### src/rtl/mclk_divider.sv
module mclk_divider #(
  parameter logic [4:0] RESET_CODE = 5'b01000,
  parameter logic [4:0] LP_CODE    = 5'b01000
) (
  input  logic       clk,
  input  logic       rst_n,
  input  logic       wr_en,
  input  logic [7:0] wr_data,
  input  logic       wr_unlock,
  input  logic       lp_entry,
  input  logic       osc_mode,
  input  logic       dbl_speed,
  output logic       clk_en,
  output logic [7:0] rd_data,
  output logic       code_err
);
  localparam int CW = 4;

  // returns {legal, ratio-1}
  function automatic logic [CW:0] decode(input logic [4:0] c);
    case (c)
      5'b10010: decode = {1'b1, 4'd0};
      5'b00010: decode = {1'b1, 4'd1};
      5'b00011: decode = {1'b1, 4'd2};
      5'b00100: decode = {1'b1, 4'd3};
      5'b00110: decode = {1'b1, 4'd5};
      5'b01000: decode = {1'b1, 4'd7};
      5'b01010: decode = {1'b1, 4'd9};
      5'b01100: decode = {1'b1, 4'd11};
      5'b01110: decode = {1'b1, 4'd13};
      5'b00000: decode = {1'b1, 4'd15};
      default:  decode = {1'b0, 4'd0};
    endcase
  endfunction

  localparam logic [CW:0] RESET_DEC = decode(RESET_CODE);

  logic [4:0]    sel;
  logic [CW-1:0] term, cnt;
  logic [CW:0]   wr_dec, sel_dec;

  wire force_lp = lp_entry & ~osc_mode;
  wire wr_ok    = wr_en & wr_unlock & ~dbl_speed;

  assign wr_dec  = decode(wr_data[4:0]);
  assign sel_dec = decode(sel);
  assign clk_en  = (cnt == term);
  assign rd_data = {3'b000, sel};

  always_ff @(posedge clk or negedge rst_n) begin
    if (!rst_n) begin
      sel      <= RESET_CODE;
      code_err <= 1'b0;
    end else begin
      code_err <= wr_ok & ~wr_dec[CW];
      if (force_lp)
        sel <= LP_CODE;
      else if (wr_ok && wr_dec[CW])
        sel <= wr_data[4:0];
    end
  end

  always_ff @(posedge clk or negedge rst_n) begin
    if (!rst_n) begin
      cnt  <= '0;
      term <= RESET_DEC[CW-1:0];
    end else if (clk_en) begin
      cnt  <= '0;
      term <= sel_dec[CW-1:0];
    end else begin
      cnt  <= cnt + 1'b1;
    end
  end
endmodule


### config.mk
export PLATFORM = sky130hd
export DESIGN_NAME = mclk_divider
export DESIGN_NICKNAME = d
export VERILOG_FILES = /design/src/rtl/mclk_divider.sv
export SDC_FILE = /design/constraint.sdc
export NUM_CORES = 1
export LEC_CHECK = 0
export BUFFER_PORTS_ARGS = -buffer_cell sky130_fd_sc_hd__buf_2
export CAP_MARGIN = 0
export CORE_AREA = 2 2 43 45
export DETAILED_ROUTE_END_ITERATION = 12
export DIE_AREA = 0 0 45 47
export PLACE_DENSITY = 0.79
export SLEW_MARGIN = 25
export SYNTH_ARGS = -nofsm -noshare
export SYNTH_HDL_FRONTEND = slang
export SYNTH_SLANG_ARGS = --single-unit
### constraint.sdc
create_clock -name clk -period 2.7 [get_ports clk]
set_input_delay 0.27 -clock clk [delete_from_list [all_inputs] [get_ports clk]]
set_output_delay 0.27 -clock clk [all_outputs]
set_load 0.02 [all_outputs]
==> run summary <==
run status = finished, final reports clean
CTS Buf Count = 3
met3 Resource Use GR = 2.31%
Avg Cell Area, Syn = 10.4 µm²
Starting Density = 51.0%
synthesized cell area = 842 µm²
GR Util met2 = 29.1%
most frequent cells in the layout = 18 x buf_2, 10 x dfrtp_1, 8 x nor2_1
Critical-path top delay cell = dfstp_2
Setup violations, final = 0
worst-path maximum fanout = 9
TritonCTS clock tree = done
synthesis-to-finish area growth = 15.9%
Seq/Total Area, Yosys = 42.2%
Hold Path Class = primary input to flop
Overflow after GRT = 0
CP Class = flop to primary output
relative max-transition margin = 64.3%
final wirelength = 1550 µm
# rows = 15
Detailed Routing Iterations Pass 1 = 4
share of layout cells above drive strength 1 = 34.7%
Worst Setup End Kind = primary output
reg2reg start = term[1]$_DFFE_PN1P_
Top Usage Layer GRT = met2
worst endpoint data arrival time = 1.73 ns
Finished Cell Area = 976 µm²
Hold Fails Final Rpt = 0
DRT antenna net count = 0
synth unique cells = 34
cell depth of the worst setup path = 3
clock skew = 0.00578 ns
CP top delay family = flip-flops
dpl hpwl = 1140 µm
maxcap violations = 0
Slew @ Worst Pin = 0.531 ns
Tcrit/Tclk final = 74.0%
total number of vias = 653
initial antenna violation count = 0
clock latency on the worst-skew pair = 0.28 ns
Port Buffer Count = 18
CP Data Required Time = 2.43 ns
met1 Track Usage GR = 21.0%
H-tree depth = 1
crit path launch = term[1]$_DFFE_PN1P_
Die H = 47 µm
first-pass GRT wire length = 2510 µm
drt via density = 5.53
CTS Sinks = 14
fill cell count = 151
DP Area = 930 µm²
Core Area = 1650 µm²
Syn Inst Count = 81
Reg clk slew, reported paths = 0.09 ns
Die X = 45 µm
Inserted Diodes = 0
Total Routing Usage GR = 17.2%
setup slack, reg-to-reg = 1.01 ns
clk root buf = clkbuf_4
yosys warns = 0
ys async rst share = 100%
Reg-to-Reg End = term[3]$_DFFE_PN0P_
I/O Pins = 25
PwrDens = 737 nW/µm²
drt wl/cell = 13.1 µm
setup ws final = 0.701 ns
die area = 2120 µm²
peak supply drop = 0.538 mV
RSZ-0062 raised after global routing = false
setup TNS = 0 ns
cells along the critical path = xor2_1 -> nor4_4 -> buf_2
CP max stage delay = 0.55 ns
commonest non-fill, non-tap cell in the layout = buf_2
static leakage = 0.425 nW
fin crit period = 2.00 ns
Longest Clk Path Bufs = 2
Worst Setup Start Kind = flop
nets = 120
vias in the first global route = 570
dpl ws = 1.02 ns
DR DRC count = 0
flop and latch count out of synthesis = 14
DRT iter0 DRCs = 8
ys flop type = dfrtp_1
EDFF count, synth = 0
Final GP Congestion = 0.734
Setup crit end = clk_en
largest net degree at the start of global routing = 15
Worst R2R Path Depth = 3
maximum clock frequency = 0.500 GHz
worst path bufs/invs = 1
Max Slew Vio Count = 0
[Yosys cell counts (2+ instances only)]
| cell type | n | share of area [%] |
|---|---|---|
| dfrtp_1 | 10 | 30 |
| nor2_1 | 8 | 3.6 |
| nand2_1 | 6 | 2.7 |
| mux2_2 | 5 | 6.7 |
| xor2_1 | 5 | 5.2 |
| dfstp_2 | 4 | 12 |
| mux2i_1 | 4 | 4.8 |
| buf_4 | 3 | 2.7 |
| ha_1 | 3 | 4.5 |
| inv_1 | 3 | 1.3 |
| o21ai_0 | 3 | 1.8 |
| a211oi_1 | 2 | 1.8 |
| a21oi_1 | 2 | 1.2 |
| nor3b_1 | 2 | 1.8 |
| o31ai_1 | 2 | 1.8 |
[kinds of logic (layout without fill, tap and decap cells)]
logic type	Yosys count	in the layout	share of synthesized area, %
fa+ha+maj	3	3	4.46
xor+xnor	6	6	6.24
flops	14	14	42.2
other cells	1	3	0.445
mux	9	9	11.4
simple gates	28	28	19.2
compound gates	12	12	11.0
buf+inv	8	26	5.05
[flip-flops by register name (all words and copies together) (netlist names)]
| name | flops |
|---|---|
| cnt | 4 |
| code_err | 1 |
| sel | 5 |
| term | 4 |
[worst reg2reg max path, cell delays in order (launching register included)]
cell and delay [ns]:
dfstp_2 0.55, xor2_1 0.09, nor4_4 0.55, mux2_2 0.39
[per-stage QoR]
stage          hold WS [ns]  power (mW)  util [%]  instances
3_5_place_dp          0.182       0.576      56.3        113
2_1_floorplan       -0.0256       0.526         -         83
3_3_place_gp          0.177       0.563      56.3        113
6_report              0.240       0.719      59.1        118
5_1_grt               0.253       0.767      59.1        118
4_1_cts               0.234       0.730      59.1        118
[area by class of cell]
cell class | count | area (µm²) | share of cell area [%]
multi-input combinational | 61 | 452 | 46.3
sequential | 14 | 355 | 36.4
timing repair buffer | 19 | 100 | 10.3
clock buffer | 4 | 36.3 | 3.72
tap | 17 | 21.3 | 2.18
inverter | 3 | 11.3 | 1.15
[worst min-delay path by stage]
stage / from / to / slack (ns) / depth (start not counted)
CTS: wr_data[2] / sel[2]$_DFFE_PN0P_ / 0.23 / 3
floorplan: rst_n / cnt[0]$_DFF_PN0_ / -0.03 / 0
detailed placement: rst_n / sel[1]$_DFFE_PN0P_ / 0.18 / 1
finish: wr_data[2] / sel[2]$_DFFE_PN0P_ / 0.24 / 3
global route: wr_data[2] / sel[2]$_DFFE_PN0P_ / 0.25 / 3
global placement: rst_n / sel[1]$_DFFE_PN0P_ / 0.18 / 1
[what timing repair did]
item                                   CTS  global route
hold buffers                             1             0
gates resized for setup                  0             0
endpoints found under the hold margin   10             0
setup buffers                            0             0
[power by group]
group	internal (mW)	switching (mW)	total (mW)
combinational	0.116	0.124	0.240
clock	0.0820	0.0666	0.149
sequential	0.281	0.0498	0.331
total	0.479	0.241	0.719
[per-layer routing]
metal	share of wire (%)	vias up
met3	3.7	4
met4	2.3	0
met1	45	317
met2	49	16
li1	-	316
met5	0	-
Power figures use the tool's default switching activity.
